**src/rtl/rt_pkg.sv**
```systemverilog
// Package: shared constants and helpers for the reload timer.
// Assumes the control register layout is fixed: prescale [2:0], enable bit 5, flag bit 8.
package rt_pkg;
    localparam int RT_STAGES  = 5;   // number of distinct division ratios
    localparam int RT_IE_BIT  = 5;
    localparam int RT_UF_BIT  = 8;
    localparam int RT_CTL_W   = 16;

    // Map a 3-bit prescale code to a ratio index; codes above 4 alias to the slowest.
    function automatic logic [2:0] rt_psc_index(input logic [2:0] code);
        return (code > 3'd4) ? 3'd4 : code;
    endfunction
endpackage

```
**src/rtl/rt_prescaler.sv**
```systemverilog
// Module: free-running prescale counter shared by all channels.
// Emits one tick strobe per ratio; ratio k ticks when the low 2(k+1) bits are all ones.
// Assumes it runs from reset release and never stops.
module rt_prescaler #(
    parameter int STAGES = 5
) (
    input  logic              clk,
    input  logic              rst_n,
    output logic [STAGES-1:0] tick
);
    localparam int PW = 2 * STAGES;

    logic [PW-1:0] pc_q;

    // Advance the shared prescale counter every cycle.
    always_ff @(posedge clk) begin
        if (!rst_n) pc_q <= '0;
        else        pc_q <= pc_q + 1'b1;
    end

    for (genvar k = 0; k < STAGES; k++) begin : g_tick
        assign tick[k] = &pc_q[2*k+1:0];
    end
endmodule

```
**src/rtl/rt_channel.sv**
```systemverilog
// Module: one down-counting channel with reload, sticky underflow flag and interrupt.
// Assumes single-cycle write strobes from the top decode; a counter write beats a tick,
// and an underflow set beats a flag clear in the same cycle.
module rt_channel
    import rt_pkg::*;
#(
    parameter int DW = 32
) (
    input  logic                 clk,
    input  logic                 rst_n,
    input  logic                 run,
    input  logic [RT_STAGES-1:0] tick_vec,
    input  logic                 wr_cst,
    input  logic                 wr_cnt,
    input  logic                 wr_ctl,
    input  logic [DW-1:0]        wdata,
    output logic [DW-1:0]        cnt,
    output logic [DW-1:0]        cst,
    output logic [RT_CTL_W-1:0]  ctl_rd,
    output logic                 ie,
    output logic                 flag,
    output logic                 step,
    output logic                 irq
);
    logic [2:0] psc_q;

    // Pick this channel's tick from the shared prescaler.
    always_comb step = run && tick_vec[rt_psc_index(psc_q)];

    // Constant register: written only by software.
    always_ff @(posedge clk) begin
        if (!rst_n)      cst <= '1;
        else if (wr_cst) cst <= wdata;
    end

    // Counter: a software write first, else a decrement or a reload on a tick.
    always_ff @(posedge clk) begin
        if (!rst_n)           cnt <= '1;
        else if (wr_cnt)      cnt <= wdata;
        else if (step)        cnt <= (cnt == '0) ? cst : cnt - 1'b1;
    end

    // Control fields: prescale code and interrupt enable.
    always_ff @(posedge clk) begin
        if (!rst_n) begin
            psc_q <= '0;
            ie    <= 1'b0;
        end else if (wr_ctl) begin
            psc_q <= wdata[2:0];
            ie    <= wdata[RT_IE_BIT];
        end
    end

    // Sticky underflow flag: set on underflow, cleared by writing 0 to its bit.
    always_ff @(posedge clk) begin
        if (!rst_n)                               flag <= 1'b0;
        else if (step && !wr_cnt && cnt == '0)    flag <= 1'b1;
        else if (wr_ctl && !wdata[RT_UF_BIT])     flag <= 1'b0;
    end

    // Assemble the control readback image.
    always_comb begin
        ctl_rd             = '0;
        ctl_rd[2:0]        = psc_q;
        ctl_rd[RT_IE_BIT]  = ie;
        ctl_rd[RT_UF_BIT]  = flag;
    end

    assign irq = flag & ie;
endmodule

```
**src/rtl/reload_timer.sv**
```systemverilog
// Module: top of the multi-channel reload timer: register decode, shared start
// register, shared prescaler and one channel instance per timer.
// Assumes whole-register accesses at exact byte offsets; reads are combinational.
module reload_timer
    import rt_pkg::*;
#(
    parameter int NUM_CH  = 3,
    parameter int ALT_MAP = 0,
    parameter int ADDR_W  = 8,
    parameter int DW      = 32
) (
    input  logic              clk,
    input  logic              rst_n,
    input  logic              bus_sel,
    input  logic              bus_wr,
    input  logic [ADDR_W-1:0] bus_addr,
    input  logic [DW-1:0]     bus_wdata,
    output logic [DW-1:0]     bus_rdata,
    output logic [NUM_CH-1:0] irq
);
    localparam int START_OFS = (ALT_MAP != 0) ? 2 : 4;
    localparam int CH_BASE   = (ALT_MAP != 0) ? 4 : 8;
    localparam int CH_STRIDE = 12;
    localparam int CST_OFS   = 0;
    localparam int CNT_OFS   = 4;
    localparam int CTL_OFS   = 8;

    logic                              wr_hit;
    logic [NUM_CH-1:0]                 run_q;
    logic [RT_STAGES-1:0]              tick_vec;
    logic [NUM_CH-1:0][DW-1:0]         cnt_v;
    logic [NUM_CH-1:0][DW-1:0]         cst_v;
    logic [NUM_CH-1:0][RT_CTL_W-1:0]   ctl_v;
    logic [NUM_CH-1:0]                 flag_v, ie_v, ch_tick;
    logic [NUM_CH-1:0]                 wr_cst, wr_cnt, wr_ctl;

    assign wr_hit = bus_sel && bus_wr;

    // Shared start register: one run bit per channel.
    always_ff @(posedge clk) begin
        if (!rst_n)
            run_q <= '0;
        else if (wr_hit && bus_addr == ADDR_W'(START_OFS))
            run_q <= bus_wdata[NUM_CH-1:0];
    end

    rt_prescaler #(.STAGES(RT_STAGES)) u_psc (
        .clk   (clk),
        .rst_n (rst_n),
        .tick  (tick_vec)
    );

    for (genvar n = 0; n < NUM_CH; n++) begin : g_ch
        localparam int BASE = CH_BASE + CH_STRIDE * n;

        assign wr_cst[n] = wr_hit && bus_addr == ADDR_W'(BASE + CST_OFS);
        assign wr_cnt[n] = wr_hit && bus_addr == ADDR_W'(BASE + CNT_OFS);
        assign wr_ctl[n] = wr_hit && bus_addr == ADDR_W'(BASE + CTL_OFS);

        rt_channel #(.DW(DW)) u_ch (
            .clk      (clk),
            .rst_n    (rst_n),
            .run      (run_q[n]),
            .tick_vec (tick_vec),
            .wr_cst   (wr_cst[n]),
            .wr_cnt   (wr_cnt[n]),
            .wr_ctl   (wr_ctl[n]),
            .wdata    (bus_wdata),
            .cnt      (cnt_v[n]),
            .cst      (cst_v[n]),
            .ctl_rd   (ctl_v[n]),
            .ie       (ie_v[n]),
            .flag     (flag_v[n]),
            .step     (ch_tick[n]),
            .irq      (irq[n])
        );
    end

    // Read multiplexer: unmatched offsets return zero.
    always_comb begin
        bus_rdata = '0;
        if (bus_addr == ADDR_W'(START_OFS))
            bus_rdata[NUM_CH-1:0] = run_q;
        for (int n = 0; n < NUM_CH; n++) begin
            if (bus_addr == ADDR_W'(CH_BASE + CH_STRIDE * n + CST_OFS)) bus_rdata = cst_v[n];
            if (bus_addr == ADDR_W'(CH_BASE + CH_STRIDE * n + CNT_OFS)) bus_rdata = cnt_v[n];
            if (bus_addr == ADDR_W'(CH_BASE + CH_STRIDE * n + CTL_OFS)) bus_rdata = DW'(ctl_v[n]);
        end
    end
endmodule

```
**config.mk**
```make
export PLATFORM = sky130hd
export DESIGN_NAME = reload_timer
export DESIGN_NICKNAME = d
export VERILOG_FILES = /design/src/rtl/rt_pkg.sv /design/src/rtl/rt_prescaler.sv /design/src/rtl/rt_channel.sv /design/src/rtl/reload_timer.sv
export SDC_FILE = /design/constraint.sdc
export NUM_CORES = 1
export LEC_CHECK = 0
export ABC_AREA = 1
export BUFFER_PORTS_ARGS = -buffer_cell sky130_fd_sc_hd__buf_2
export CAP_MARGIN = 10
export CORE_ASPECT_RATIO = 0.9
export CORE_UTILIZATION = 45
export CTS_BUF_LIST = sky130_fd_sc_hd__clkbuf_8
export DETAILED_ROUTE_END_ITERATION = 7
export GPL_TIMING_DRIVEN = 0
export HOLD_SLACK_MARGIN = 0.1
export PLACE_DENSITY = 0.7
export SLEW_MARGIN = 20
export SYNTH_ARGS = -nofsm -noshare
export SYNTH_HDL_FRONTEND = slang
export SYNTH_HIERARCHICAL = 1
export SYNTH_SLANG_ARGS = --single-unit
```
**constraint.sdc**
```tcl
create_clock -name clk -period 4.5 [get_ports clk]
set_clock_uncertainty 0.15 [all_clocks]
set_input_delay 0.9 -clock clk [delete_from_list [all_inputs] [get_ports clk]]
set_output_delay 0.9 -clock clk [all_outputs]
set_load 0.01 [all_outputs]
```
==> flow_summary.ini <==
[run_status]
status = finished clean

[power_and_ir_drop]
swShare_pct = 26.0
power.share.clock_pct = 48.5
intPower_w = 0.00319
switchingPower_w = 0.00112
power.total_w = 0.00431
combinationalPowerShare_pct = 6.1
p_per_area_nw_per_um2 = 241
ir_drop_uv = 308
seqPwrFrac_pct = 45.4
static-leakage-power_nw = 9.63

[worst_hold_path]
hold_path.class = flip-flop to flip-flop
worstHoldStart = u_psc/pc_q[8]
holdPathStages = 2
holdPathEnd = u_psc/pc_q[8]

[synthesis]
netlist_area_um2 = 15900
yosys_register_bits = 220
ys_types = 35
synthCells = 2766
yosysSeqAreaShare_pct = 27.7
yosys.area.top_type = dfxtp_1
synthTopCellsByArea = dfxtp_1 28%, nand2_1 21%, nand3_1 10%
yosysWarnings = 6
netlist.area_leader.share_pct = 27.7
syn_avg_cell_area_um2 = 5.76

[critical_path]
start_kind = primary input
path_cells = buf_2, nor2_1, nand3_1, nor2_2, buf_6, nand2_1, nand2_1, a21oi_1, nand4_1, buf_2
slowest_stage = nor2_2
cp-end-kind = output port
worst-path-max-fanout = 10
r2r.worst_path.cells = 12
critical_path_required_ps = 3450
crit_type = primary input to output port
rrSetupSlack_ps = 1020
crit_path_max_incr_delay_ps = 600
reg2reg_to = g_ch[1].u_ch/cnt[25]
critPathArrivalTime_ps = 2770
worstReg2RegStart = u_psc/pc_q[0]

[sta]
report.final.slew_viol_count = 0
relSlewSlack_pct = 38.4
hold_viol = 0
fin_tns_setup_ps = 0
finalWorstPathRequiredPeriod_ps = 3820
rsz0062_at_grt = false
setup_viol = 0
min_period_over_period_pct = 84.8
hold_slack_ps = 324
tightest_slew_ps = 917
fmax_mhz = 262

[final_layout]
area_growth_pct = 12.2
nNetsFinal = 2968
drive_gt1_share_pct = 11.8
antennaDiodeCount = 0
final_common_cell = nand2_1
layout_common_cells = 907 x nand2_1, 330 x nand3_1, 305 x inv_1, 270 x nor2_1, 253 x a21oi_1
stdcell_count = 3408
fin_util_pct = 51.9
nFillCells = 3788

[placed_design]
gp_congestion = 0.989
portBuffers = 78
place_inst = 3336
place_hpwl_um = 53200

[global_route]
grt_first_pass_wirelength_um = 102000
grt_pass1_vias = 17000
grt_max_degree = 29
gr-total-overflow = 0
grtUsageTotal_pct = 36.7
antenna_found_initial = 0

[clock_tree]
cts_root_buf = clkbuf_8
clk_pin_slew_ps = 60
clk_latency_ps = 570
cts_setup_buffers = 0
hold_buffers = 0
htreeDepth = 2
cts_resized = 0
cts.sink_count = 220
cts.path.max_buffers = 3
cts_tree = built
cts_buffers = 41

[run]
drv_cap = 0

[detailed_routing]
routedWlPerCell_um = 19.8
ant_nets = 0
drc = 0
drt-total-wl_um = 67600
first_pass_iters = 5
vias = 18900
drt-initial-drc-count = 2167
viasPerCell = 5.53

[die]
die_h_um = 180
num_io_pins = 79
die_x_um = 200
rows = 64
core_um2 = 34400
dieArea_um2 = 36100
start_util_pct = 46.2
cell type report:
cell class                 instances  area (um2)  area share, %
buffer                           144         868           4.86
clock buffer                      56         771           4.31
clock inverter                    16        93.8          0.525
inverter                         331        1240           6.97
multi-input combinational       2101        9520           53.3
sequential                       220        4400           24.6
tap                              462         578           3.24
timing repair buffer              78         390           2.18
stage by stage:
stage / instance area, um2 / worst slack [ps]
floorplan: 16000 / 1590
global placement: 17000 / 669
detailed placement: 17000 / 598
CTS: 17900 / 767
global route: 17900 / 581
finish: 17900 / 683
power groups by stage:
| stage | combinational, W | clock, W | sequential [W] |
|---|---|---|---|
| final | 0.000261 | 0.00209 | 0.00196 |
| after global routing | 0.000278 | 0.00219 | 0.00196 |
| after detailed placement | 0.000252 | 0 | 0.00200 |
| after CTS | 0.000253 | 0.00211 | 0.00196 |
| after floorplan | 0.000130 | 0 | 0.00200 |
| after global placement | 0.000248 | 0 | 0.00200 |
cell usage after synthesis (all sizes together):
cell	count
nand2	929
nor2	332
nand3	331
inv	324
a21oi	253
dfxtp	220
o21ai	117
buf	98
clkbuf	46
nand4	44
or2	19
nor3	11
xor2	10
nand3b	9
clkinv	7
ha	7
o21a	4
conb	3
nor4	1
o2111ai	1
registers in the layout (all words and copies together) (netlist names):
name,flops
g_ch.u_ch/cst,96
g_ch.u_ch/ie,3
u_psc/pc_q,10
g_ch.u_ch/psc_q,9
g_ch.u_ch/cnt,96
g_ch.u_ch/flag,3
run_q,3
cells by family after synthesis:
logic type	share of synthesized area (%)
compound gates	11.9
xor+xnor	0.550
fa+ha+maj	0.550
buf+inv	13.3
flops	27.7
other cells	0.0707
simple gates	46.0
worst max-delay path, delay by kind of cell:
kind	cells	cell delay, ps
buf+inv	3	500
compound gates	1	70
simple gates	6	1290
metal layers:
layer	up-vias	global-route usage (%)	share of wire, %
li1	9021	-	-
met1	8756	54.8	46
met2	964	51.7	40
met3	114	7.85	11
met4	0	11.2	2.7
met5	-	0	0
worst max path at each step:
stage | startpoint | to | cells after the start
after global placement | bus_addr[6] | g_ch[2].u_ch/cnt[24] | 15
after CTS | bus_addr[1] | bus_rdata[30] | 10
final | bus_addr[1] | bus_rdata[29] | 10
after global routing | bus_addr[1] | bus_rdata[28] | 10
after detailed placement | bus_addr[2] | g_ch[1].u_ch/cnt[25] | 14
after floorplan | bus_addr[6] | bus_rdata[0] | 10
No activity file was read; power rests on OpenSTA's default activity.
